[config.mk]
export PLATFORM = sky130hd
export DESIGN_NAME = hdlc_rx_fifo
export DESIGN_NICKNAME = d
export VERILOG_FILES = /design/src/rtl/hrf_pkg.sv /design/src/rtl/hrf_byte_store.sv /design/src/rtl/hrf_end_queue.sv /design/src/rtl/hrf_avail_calc.sv /design/src/rtl/hdlc_rx_fifo.sv
export SDC_FILE = /design/constraint.sdc
export NUM_CORES = 1
export LEC_CHECK = 0
export CORE_ASPECT_RATIO = 1.2
export CORE_MARGIN = 3
export CORE_UTILIZATION = 44
export DETAILED_ROUTE_END_ITERATION = 7
export GPL_TIMING_DRIVEN = 0
export MAX_ROUTING_LAYER = met4
export SETUP_SLACK_MARGIN = 0.2
export SLEW_MARGIN = 20
export SYNTH_ARGS = -nofsm -noshare
export SYNTH_HDL_FRONTEND = slang
export SYNTH_SLANG_ARGS = --single-unit
[constraint.sdc]
create_clock -name clk -period 5.3 [get_ports clk]
set_input_delay 1.325 -clock clk [delete_from_list [all_inputs] [get_ports clk]]
set_output_delay 1.325 -clock clk [all_outputs]
set_load 0.005 [all_outputs]
[src/rtl/hrf_pkg.sv]
// Shared types for the HDLC receive FIFO.
// Assumes a two-bit end code; value 3 is reserved for overrun reports.
package hrf_pkg;
    typedef enum logic [1:0] {
        ST_GOOD  = 2'd0,
        ST_CRC   = 2'd1,
        ST_ABORT = 2'd2,
        ST_OVR   = 2'd3
    } pkt_st_e;
endpackage

[src/rtl/hrf_byte_store.sv]
// Byte storage array for the receive FIFO.
// One synchronous write port and one asynchronous read port.
// Assumes the controller only writes and reads valid addresses; the content has no reset.
module hrf_byte_store #(
    parameter int DEPTH = 64,
    parameter int AW    = $clog2(DEPTH)
) (
    input  logic          clk,
    input  logic          we,
    input  logic [AW-1:0] waddr,
    input  logic [7:0]    wdata,
    input  logic [AW-1:0] raddr,
    output logic [7:0]    rdata
);
    logic [7:0] mem [DEPTH];

    // Write an accepted byte into its slot.
    always_ff @(posedge clk) begin
        if (we) mem[waddr] <= wdata;
    end

    // Present the byte at the head of the FIFO.
    assign rdata = mem[raddr];
endmodule

[src/rtl/hrf_end_queue.sv]
// Side queue of frame-end records: the write-pointer value of each end-marked
// byte and the end code that came with it.
// Assumes the caller never pushes when full (that case is turned into an
// overrun) and never pops when empty. A flush empties the queue; a push or pop
// in the same cycle is ignored.
module hrf_end_queue #(
    parameter int QD  = 16,
    parameter int PW  = 7,
    parameter int QAW = (QD > 1) ? $clog2(QD) : 1
) (
    input  logic              clk,
    input  logic              rst_n,
    input  logic              flush,
    input  logic              push,
    input  logic [PW-1:0]     push_ptr,
    input  hrf_pkg::pkt_st_e  push_st,
    input  logic              pop,
    output logic [PW-1:0]     head_ptr,
    output hrf_pkg::pkt_st_e  head_st,
    output logic              empty,
    output logic              full
);
    logic [PW-1:0]    ptr_mem [QD];
    hrf_pkg::pkt_st_e st_mem  [QD];
    logic [QAW-1:0]   hd_q, tl_q;
    logic [QAW:0]     cnt_q;

    // Advance an index with wrap at the queue depth.
    function automatic logic [QAW-1:0] nxt(input logic [QAW-1:0] i);
        return (i == QAW'(QD - 1)) ? '0 : i + QAW'(1);
    endfunction

    // Store a new end record at the tail.
    always_ff @(posedge clk) begin
        if (push && !flush) begin
            ptr_mem[tl_q] <= push_ptr;
            st_mem[tl_q]  <= push_st;
        end
    end

    // Maintain head, tail and occupancy.
    always_ff @(posedge clk) begin
        if (!rst_n || flush) begin
            hd_q  <= '0;
            tl_q  <= '0;
            cnt_q <= '0;
        end else begin
            if (push) tl_q <= nxt(tl_q);
            if (pop)  hd_q <= nxt(hd_q);
            case ({push, pop})
                2'b10:   cnt_q <= cnt_q + 1'b1;
                2'b01:   cnt_q <= cnt_q - 1'b1;
                default: cnt_q <= cnt_q;
            endcase
        end
    end

    assign head_ptr = ptr_mem[hd_q];
    assign head_st  = st_mem[hd_q];
    assign empty    = (cnt_q == '0);
    assign full     = (cnt_q == (QAW+1)'(QD));

    // a full side queue must never take another record.
    a_r5_no_push_full: assert property (@(posedge clk) disable iff (!rst_n)
        push && !flush |-> !full);
    // a record is only handed out when one is pending.
    a_r8_no_pop_empty: assert property (@(posedge clk) disable iff (!rst_n)
        pop && !flush |-> !empty);
endmodule

[src/rtl/hrf_avail_calc.sv]
// Computes the host-visible readable count and the partial-frame flag.
// If a frame-end record is pending, the count runs from the read pointer to
// that end byte inclusive. Otherwise it is the whole fill level.
// Assumes pointers are one bit wider than the address so a fill of DEPTH is representable.
module hrf_avail_calc #(
    parameter int PW = 7
) (
    input  logic          clk,
    input  logic          rst_n,
    input  logic [PW-1:0] rptr,
    input  logic [PW-1:0] fill,
    input  logic          end_pending,
    input  logic [PW-1:0] end_ptr,
    output logic [PW:0]   avail
);
    logic [PW-1:0] count;
    logic          partial;

    // Choose the distance to the first frame end, or the full fill level.
    always_comb begin
        if (end_pending) begin
            count   = end_ptr - rptr + PW'(1);
            partial = 1'b0;
        end else begin
            count   = fill;
            partial = (fill != '0);
        end
    end

    assign avail = {partial, count};

    // the host is never offered more bytes than are stored.
    a_r2_count_le_fill: assert property (@(posedge clk) disable iff (!rst_n)
        avail[PW-1:0] <= fill);
    // a partial-frame report always covers every stored byte.
    a_r3_partial_all: assert property (@(posedge clk) disable iff (!rst_n)
        avail[PW] |-> avail[PW-1:0] == fill);
endmodule

[src/rtl/hdlc_rx_fifo.sv]
// HDLC receive FIFO top level.
// Accepts deframed bytes tagged with start and end markers, stores them,
// reports the readable count to the next frame boundary, drives a live
// high-fill flag, and flushes everything on overrun.
// Assumes a single clock, synchronous active-low reset, and that the host
// reads at most one byte per cycle.
module hdlc_rx_fifo #(
    parameter int DEPTH    = 64,
    parameter int SQ_DEPTH = 16,
    parameter int AW       = $clog2(DEPTH),
    parameter int PW       = AW + 1
) (
    input  logic          clk,
    input  logic          rst_n,
    input  logic          in_valid,
    input  logic [7:0]    in_data,
    input  logic          in_sop,
    input  logic          in_eop,
    input  logic [1:0]    in_status,
    input  logic [AW-1:0] wm_level,
    input  logic          rd_en,
    output logic [7:0]    rd_data,
    output logic [PW:0]   bytes_avail,
    output logic          wm_high,
    output logic          pkt_done,
    output logic [1:0]    pkt_status,
    output logic          ovr_latched,
    input  logic          ovr_clear
);
    import hrf_pkg::*;

    logic [PW-1:0] wptr, rptr, fill;
    logic          discard;
    logic          accept, overrun, do_wr, do_rd, head_hit, full;
    logic [7:0]    mem_rdata;
    logic [PW-1:0] q_head_ptr;
    pkt_st_e       q_head_st;
    logic          q_empty, q_full;
    pkt_st_e       st_q;

    // Decide per cycle whether the byte is taken, dropped, or overruns.
    always_comb begin
        fill     = wptr - rptr;
        full     = (fill == PW'(DEPTH));
        accept   = in_valid && (!discard || in_sop);
        overrun  = accept && (full || (in_eop && q_full));
        do_wr    = accept && !overrun;
        do_rd    = rd_en && (fill != '0) && !overrun;
        head_hit = do_rd && !q_empty && (q_head_ptr == rptr);
    end

    hrf_byte_store #(.DEPTH(DEPTH), .AW(AW)) u_store (
        .clk   (clk),
        .we    (do_wr),
        .waddr (wptr[AW-1:0]),
        .wdata (in_data),
        .raddr (rptr[AW-1:0]),
        .rdata (mem_rdata)
    );

    hrf_end_queue #(.QD(SQ_DEPTH), .PW(PW)) u_endq (
        .clk      (clk),
        .rst_n    (rst_n),
        .flush    (overrun),
        .push     (do_wr && in_eop),
        .push_ptr (wptr),
        .push_st  (pkt_st_e'(in_status)),
        .pop      (head_hit),
        .head_ptr (q_head_ptr),
        .head_st  (q_head_st),
        .empty    (q_empty),
        .full     (q_full)
    );

    hrf_avail_calc #(.PW(PW)) u_avail (
        .clk         (clk),
        .rst_n       (rst_n),
        .rptr        (rptr),
        .fill        (fill),
        .end_pending (!q_empty),
        .end_ptr     (q_head_ptr),
        .avail       (bytes_avail)
    );

    // Move the pointers; an overrun empties the store.
    always_ff @(posedge clk) begin
        if (!rst_n || overrun) begin
            wptr <= '0;
            rptr <= '0;
        end else begin
            if (do_wr) wptr <= wptr + PW'(1);
            if (do_rd) rptr <= rptr + PW'(1);
        end
    end

    // Track the drop-until-start state after an overrun.
    always_ff @(posedge clk) begin
        if (!rst_n)                 discard <= 1'b0;
        else if (overrun)           discard <= 1'b1;
        else if (accept && in_sop)  discard <= 1'b0;
    end

    // Register the host read data; an empty read returns zero.
    always_ff @(posedge clk) begin
        if (!rst_n)      rd_data <= '0;
        else if (rd_en)  rd_data <= do_rd ? mem_rdata : 8'h00;
    end

    // Pulse the frame-end report and hold its code.
    always_ff @(posedge clk) begin
        if (!rst_n) begin
            pkt_done <= 1'b0;
            st_q     <= ST_GOOD;
        end else begin
            pkt_done <= overrun || head_hit;
            if (overrun)       st_q <= ST_OVR;
            else if (head_hit) st_q <= q_head_st;
        end
    end

    // Hold the sticky overrun flag until the host clears it.
    always_ff @(posedge clk) begin
        if (!rst_n)          ovr_latched <= 1'b0;
        else if (overrun)    ovr_latched <= 1'b1;
        else if (ovr_clear)  ovr_latched <= 1'b0;
    end

    assign pkt_status = st_q;
    assign wm_high    = fill > {1'b0, wm_level};

    // the fill level never exceeds the depth.
    a_r1_fill_bound: assert property (@(posedge clk) disable iff (!rst_n)
        fill <= PW'(DEPTH));
    // an overrun leaves the store empty.
    a_r5_flush_empty: assert property (@(posedge clk) disable iff (!rst_n)
        overrun |=> fill == '0);
    // a byte without a start marker is not stored while discarding.
    a_r6_discard_hold: assert property (@(posedge clk) disable iff (!rst_n)
        discard && in_valid && !in_sop |=> $stable(wptr));
    // the overrun flag is sticky until cleared.
    a_r7_ovr_sticky: assert property (@(posedge clk) disable iff (!rst_n)
        ovr_latched && !ovr_clear |=> ovr_latched);
    // a read of an empty FIFO returns zero.
    a_r9_empty_read_zero: assert property (@(posedge clk) disable iff (!rst_n)
        rd_en && fill == '0 |=> rd_data == 8'h00);
    // the high-fill flag implies stored data.
    a_r4_wm_nonempty: assert property (@(posedge clk) disable iff (!rst_n)
        wm_high |-> fill != '0);
endmodule

# Yosys cells after proc, flatten, opt, wreduce, memory -nomap -nowiden
# Memory sizes are Yosys's and may differ from the RTL's. A register that Yosys moved wholly into a read port is not among the register bits.
# Index checks and enable logic that the tools add are counted.
# op_classes
n_addsub	9
magnitude_cmp	1
eq_ne	7
muxes	22
n_reduce_logical	25
# op_table
op	count
4-bit two-way mux	6
7-bit by 1-bit adder with 7-bit output, second input constant	3
7-bit subtractor	2
6-bit two-way mux	2
1-bit logical AND	11
5-bit case mux with 2 select lines	1
1-bit two-way mux	9
4-bit by 1-bit adder with 4-bit output, second input constant	2
4-bit == test, second input constant	2
8-bit two-way mux	1
2-bit nonzero test	4
7-bit == test	1
7-bit == test, second input constant	1
7-bit by 6-bit > comparator with 1-bit output	1
7-bit two-way mux	1
7-bit nonzero test	1
5-bit by 1-bit adder with 5-bit output, second input constant	1
5-bit == test, second input constant	1
5-bit zero test	1
5-bit by 1-bit subtractor with 5-bit output, second input constant	1
1-bit zero test	4
1-bit logical OR	4
2-bit two-way mux	2
2-bit by 1-bit == test with 1-bit output, second input constant	1
2-bit == test, second input constant	1
# word_totals
regBits	40
ramBits	656
input_bits	23
out_inout_bits	21
word_cells	77
n_memories	3
# mem_list
name	depth	width	rd	rd_ports_with_merged_regs	write_ports	line_no	source
u_store.mem	64	8	1	1	1	hrf_byte_store.sv:15	logic [7:0] mem [DEPTH];
u_endq.ptr_mem	16	7	1	1	1	hrf_end_queue.sv:23	logic [PW-1:0] ptr_mem [QD];
u_endq.st_mem	16	2	1	1	1	hrf_end_queue.sv:24	hrf_pkg::pkt_st_e st_mem [QD];

# Longest topological paths before layout
# Gate-level depths: netlist of run 1.
# logic_depth
word_depth	10
depth_mapped	22
depth_no_buf	19

# By module
# A second synthesis of run 1 with hierarchy kept.
# unflattened
cells_unflattened	1534
hier_area_um2	28678.8
# by_module_without_submodules
module	instances	cells_per_inst	area_per_inst_um2	seq_area_each_um2
hrf_byte_store	1	932	20006.7	15374.7
hrf_end_queue	1	345	6501.2	4664.5
hdlc_rx_fifo	1	204	1756.7	540.5
hrf_avail_calc	1	53	414.1	0.0

# Least setup slack after synthesis of run 1
# Ideal clock, no wire load.
# synth_path
path_type	register to output
start	register (tool-made name)
end	output port bytes_avail[6]
arrival_ns	3.710
required_time_ns	3.975
setup_slack_ns	0.265
stages_incl_launch_ff	15
path_buffers	3
path_cell_list	dfxtp_1 buf_2 buf_2 buf_2 mux4_2 mux4_2 ha_1 ha_1 a21o_1 a21oi_1 o21bai_1 a21oi_1 xnor2_1 xnor2_1 o21ai_0
# synth_rtl
item	line_no	source
to (decl)	hdlc_rx_fifo.sv:23	output logic [PW:0] bytes_avail,

==> impl_metrics.ini, run 1 <==
[placement]
post-dp-hpwl_um = 42400
place.detailed.instances = 2291
detailed_place.area_sq_um = 30000
place.port_buffers = 43
gp_congestion = 0.850

[power_and_ir_drop]
power_per_cell_area_nw_per_um2 = 421
max-vdd-ir-drop_uv = 264
static_leak_nw = 10.2

[yosys]
netlist_area_sq_um = 28400
asyncSetResetFlopFracSynth_pct = 0
synth_top_family_by_area = multiplexers
synth_nets = 1467
ys_seq_elements = 706
fraction_of_synthesized_cell_area_in_xor_and_xnor_cells_pct = 0.710
synth_top_flop_cell = edfxtp_1
area_contributors_post_synth = edfxtp_1 69%, mux4_2 16%, dfxtp_1 3.5%
synth-edff-count = 656
synth.area.mux_share_pct = 17.0
yosys.cell_types.count = 63
syn_inst = 1408
synth_seq_area_share_pct = 73.0
avg_inst_size_synth_sq_um = 20.1
synth_top_area_cell = edfxtp_1
synth-adder-area-share_pct = 1.64
netlist.area_leader.share_pct = 69.4
synth_compound_area_share_pct = 2.38
ys.warnings.count = 0
synthSimpleGateAreaFrac_pct = 3.60

[global_route]
use_met3_pct = 2.98
gr-usage-met1_pct = 27.5
grt_antenna_before_repair = 2
grtUsageMet2_pct = 32.4
number_of_global_route_vias_before_repair = 14467
grt_pass1_wl_um = 97200
grt_start_max_net_pins = 65
track_usage_pct = 20.2
grt-busiest-layer = met2
grt_remaining_overflow = 0

[clocking]
post_cts_hold_buffer_count = 0
clk_pin_slew_worst_paths_ns = 0.07
htree_levels = 3
clock_tree.root_cell = clkbuf_16
cts_tree = yes
clock_latency_ns = 0.62
cts_inserted_buffers = 72
cts-root-to-sink-buffers = 3
cts.sinks = 706

[critical_path]
worstSetupPathType = flop to output pin
worstPathRequired_ns = 3.97
worstPathMaxFanout = 8
critPathLaunchType = flop
endpoint_kind = output pin
worst-endpoint-arrival_ns = 3.98

[sta]
hold_violations = 0
finalSetupViolations = 2
final_period_minus_worst_setup_slack_ns = 5.31
setup_repair_after_global_routing_missed_its_margin = true
max_slew_margin_pct = 24.9
setup_slack_ns = -0.00762
final_max_slew_viol_count = 0
timing.setup.tns_ns = -0.0105
fin_worst_skew_ns = 0.0264
finalCritPeriodShare_pct = 100
hold_slack_ns = 0.475
max_freq_mhz = 188
worst_slew_pin_slew_ns = 1.13

[hold_path]
worst_hold_path_type = flop to flop

[drt]
drc_viols = 0
drt_first_iter_violations = 1403
drt_first_pass_iters = 5
wire_per_inst_um = 26.4
avgViaCountPerCell = 5.71
dr_total_vias = 13994
wirelength_um = 64800
antenna_left = 0

[floorplanning]
cell_row_count = 101
fp.dieH_um = 284
fp.dieW_um = 238
core_sq_um = 63600
io-pin-count = 44
floorplan.die_area_sq_um = 67600
initial_utilization_pct = 44.6

[finish]
fin_cells = 2452
post_route_cells_drive_above_1_share_pct = 28.5
layout-area-overhead-vs-synth_pct = 16.3
net_count_final = 1629
mostFrequentLayoutCell = edfxtp_1
finalInstanceArea_sq_um = 33000
layout_common_cells = 656 x edfxtp_1, 204 x mux4_2, 95 x nor2_1, 73 x clkbuf_16, 49 x clkbuf_1

[status]
violations_in_the_final_reports = negative setup slack
status = complete, but fails checks

[flow_run]
maxCapViolations = 0
[final timing paths]
check,startpoint,to,slack (ns),cells past startpoint
setup / recovery,flop,bytes_avail[4],-0.008,16
hold / removal,discard,discard,0.47,2
setup reg to reg,flop,u_endq.cnt_q[4],0.38,22
hold reg to reg,discard,discard,0.47,2
[cell usage after synthesis, types with 11 or more instances]
cell type    n
nand2_1     37
buf_1       11
xnor2_1     12
mux4_2     204
buf_2       16
inv_1       30
ha_1        34
clkbuf_1    36
a21oi_1     26
o21ai_0     25
nor2_1      97
xor2_1      11
mux2i_1     15
dfxtp_1     50
edfxtp_1   656
nand3_1     16
[final cells by class]
| class | instances | area (sq um) |
|---|---|---|
| Sequential cell | 706 | 20700 |
| Inverter | 31 | 128 |
| Multi-Input combinational cell | 597 | 7430 |
| Buffer | 74 | 469 |
| Tap cell | 824 | 1030 |
| Timing Repair Buffer | 88 | 818 |
| Fill cell | 4967 | 30600 |
| Antenna cell | 1 | 2.50 |
| Clock inverter | 38 | 489 |
| Clock buffer | 93 | 1900 |
[sequential cells by signal, indices dropped and copies added, names as in the netlist, named ones only]
signal	flops
discard	1
ovr_latched	1
pkt_done	1
pkt_status	2
rd_data	8
rptr	7
u_endq.cnt_q	5
u_endq.hd_q	4
u_endq.ptr_mem	112
u_endq.st_mem	32
u_endq.tl_q	4
u_store.mem	512
wptr	7
[kinds of logic after synthesis]
kind of cell	after synthesis
compound gates	99
xor+xnor	23
mux	227
fa+ha+maj	36
simple gates	212
flops	706
buf+inv	105
[worst max-delay path: stages (launching register included)]
cell and delay, ns:
dfxtp_2 0.33, buf_8 0.10, buf_12 0.13, buf_12 0.12
buf_4 0.11, mux4_2 0.54, mux4_2 0.54, ha_4 0.25
ha_4 0.29, a21oi_2 0.06, buf_4 0.13, buf_4 0.12
buf_4 0.12, buf_4 0.12, xnor2_1 0.12, a21oi_1 0.13
buf_2 0.13
[metal layers]
layer,vias to the layer above,share of wire [%]
li1,6099,-
met2,435,50
met4,0,1.8
met5,-,0
met3,76,5.5
met1,7384,43
[timing repair]
item	in CTS	in global routing
pin swaps	13	20
setup buffers	11	18
gates resized for setup	78	31
endpoints found under the setup margin	13	8
endpoints found under the hold margin	0	0
[metrics by stage]
stage               total power (W)  setup WS [ns]  utilization (%)
global route                 0.0144         -0.176             51.9
detailed placement          0.00878          -1.07             47.2
CTS                          0.0139        -0.0739             51.5
finish                       0.0139       -0.00762             51.9
global placement            0.00875          -1.09             46.9
floorplan                   0.00787          0.265                -
[where the power goes]
part	switching, W	internal (W)
Clock	0.00216	0.00297
Combinational	0.00131	0.00123
Sequential	0.0000628	0.00616
Note: power is estimated with default switching activity, not from simulation.
==> run 2, diff against run 1 <==
SKIP_LAST_GASP = 1   (was not set)
==> run 2 against run 1 <==
  * The run still ends with negative setup slack left
  * Global-route usage about the same
  * Die area is the same
  * Sequential power about the same
  * Power is essentially flat
  * Via count rose by 0.36%
  * Clock-buffer cell count unchanged
  * Clock power is essentially flat
  * Sequential share of layout area increased by 0.072 points
  * Non-clock buffer count down 4
  * First-iteration DRC count fell by 4.0%
  * Utilization down 0.059 points
  * Critical endpoint is now bytes_avail[6]
  * Largest power group unchanged
==> impl_metrics.ini, run 2 (same netlist as run 1, synthesis figures left out) <==
[power_and_ir_drop]
max-vdd-ir-drop_uv = 268
power_per_cell_area_nw_per_um2 = 421
static_leak_nw = 10.2

[hold_path]
hold_path.startpoint = discard
worst_hold_path_type = flop to flop

[finish]
finish.utilization_pct = 51.8
net_count_final = 1625
layout_common_cells = 656 x edfxtp_1, 204 x mux4_2, 95 x nor2_1, 73 x clkbuf_16, 49 x clkbuf_1
max_flop_register = u_store.mem
largestRegisters = u_store.mem: 512 flops, u_endq.ptr_mem: 112 flops, u_endq.st_mem: 32 flops
flip_flop_count_of_the_largest_register_after_layout = 512
mostFrequentLayoutCell = edfxtp_1
finalInstanceArea_sq_um = 32900
layout-area-overhead-vs-synth_pct = 16.2
post_route_cells_drive_above_1_share_pct = 28.2

[drt]
wirelength_um = 64700
drt_first_iter_violations = 1347
drt_first_pass_iters = 5
drc_viols = 0
avgViaCountPerCell = 5.74
wire_per_inst_um = 26.4
antenna_left = 0
dr_total_vias = 14044

[sta]
max_freq_mhz = 188
max_slew_margin_pct = 25.1
setup_repair_after_global_routing_missed_its_margin = true
fin_worst_skew_ns = 0.0260
hold_violations = 0
finalCritPeriodShare_pct = 101
final_period_minus_worst_setup_slack_ns = 5.33
final_max_slew_viol_count = 0
setup_slack_ns = -0.0288
worst_slew_pin_slew_ns = 1.12
finalSetupViolations = 1

[clocking]
clock_tree.root_cell = clkbuf_16
clock_latency_ns = 0.62
htree_levels = 3
cts_inserted_buffers = 72
cts_tree = yes
cts-root-to-sink-buffers = 3
clk_pin_slew_worst_paths_ns = 0.07
post_cts_hold_buffer_count = 0
cts.sinks = 706

[placement]
post-dp-hpwl_um = 42400
detailed_place.area_sq_um = 30000
place.port_buffers = 43
gp_congestion = 0.850

[critical_path]
worst-endpoint-arrival_ns = 4.00
endpoint_kind = output pin
worstPathRequired_ns = 3.97
critPathSlowestCell = mux4_2
critPathLaunchType = flop
worstPathMaxFanout = 8
cp_num_buf_inv = 4
worstSetupPathType = flop to output pin
cpPeakStageDelay_ns = 0.54
worst_path_dominant_cell_family = multiplexers
timing.critical_path.cells = buf_8 > buf_12 > buf_12 > mux4_2 > mux4_2 > ha_4 > ha_4 > a21o_1 > a21oi_2 > o21bai_1 > a21oi_2 > xnor2_2 > xnor2_1 > o21ai_1 > buf_2

[global_route]
track_usage_pct = 20.2
grt_antenna_before_repair = 2
grt_remaining_overflow = 0
grt_pass1_wl_um = 97100
grt_start_max_net_pins = 65
number_of_global_route_vias_before_repair = 14469

[floorplanning]
io-pin-count = 44
fp.dieW_um = 238
floorplan.die_area_sq_um = 67600
initial_utilization_pct = 44.6
fp.dieH_um = 284
core_sq_um = 63600
cell_row_count = 101

[status]
status = complete, but fails checks
violations_in_the_final_reports = negative setup slack

[flow_run]
maxCapViolations = 0
[run 2: cell count changes in the layout (fill, tap and decap cells not counted), sizes merged]
cell,delta
clkinvlp,-1
clkinv,+1
buf,-4
[run 2: metrics by stage]
step                      TNS [ns]  total power (W)  std cells  setup slack (ns)  hold slack (ns)
after floorplan                  0          0.00787       1408             0.265            0.443
after global placement      -26.63          0.00875       2275             -1.09            0.466
after detailed placement     -4.55          0.00878       2291             -1.07            0.472
after CTS                  -0.0739           0.0139       2433           -0.0739            0.482
after global routing        -0.359           0.0144       2448            -0.179            0.521
final                      -0.0288           0.0139       2448           -0.0288            0.475
[run 2: area by class of cell]
class / instances / area (sq um)
Tap cell: 824 / 1030
Buffer: 74 / 469
Clock buffer: 93 / 1900
Antenna cell: 1 / 2.50
Fill cell: 4977 / 30600
Timing Repair Buffer: 84 / 785
Clock inverter: 38 / 489
Inverter: 31 / 124
Multi-Input combinational cell: 597 / 7430
Sequential cell: 706 / 20700
[run 2: worst reg2reg max path, stage by stage, from the launching register on]
cell,delay [ns]
dfxtp_2,0.33
buf_8,0.10
buf_12,0.13
buf_12,0.13
buf_12,0.12
buf_4,0.11
mux4_2,0.54
mux4_2,0.48
ha_1,0.31
nand4_1,0.09
nor3_1,0.25
o2111ai_1,0.32
nor2_2,0.25
ha_1,0.21
clkbuf_2,0.21
xor2_1,0.17
ha_1,0.20
o21ai_0,0.08
a21oi_1,0.17
a21oi_1,0.10
xor2_1,0.15
or3_1,0.31
a21oi_1,0.13
[run 2: layer usage]
metal	GRT usage (%)	part of all wire [%]	vias to the layer above
met5	-	0	-
met4	5.22	1.8	0
met3	2.98	5.1	81
met2	32.3	50	425
met1	27.5	43	7437
li1	-	-	6101
[run 2: path summary, 6_finish.rpt]
kind	slack (ns)	cells after the start	end
worst max-delay path	-0.03	15	bytes_avail[6]
worst max register to register	0.34	22	u_endq.cnt_q[4]
worst min register to register	0.48	2	discard
worst min-delay path	0.48	2	discard
[run 2: report_power, final]
| part | leakage [nW] | switching [W] | internal [W] |
|---|---|---|---|
| clock network | 1.16 | 0.00216 | 0.00297 |
| registers | 6.29 | 0.0000635 | 0.00616 |
| logic | 2.77 | 0.00131 | 0.00122 |
| total | 10.2 | 0.00353 | 0.0103 |
[run 2: timing repair]
item,in CTS,in global routing
buffers inserted,11,14
pin swaps,13,20
endpoints found under the setup margin,13,9
gates resized for setup,74,34
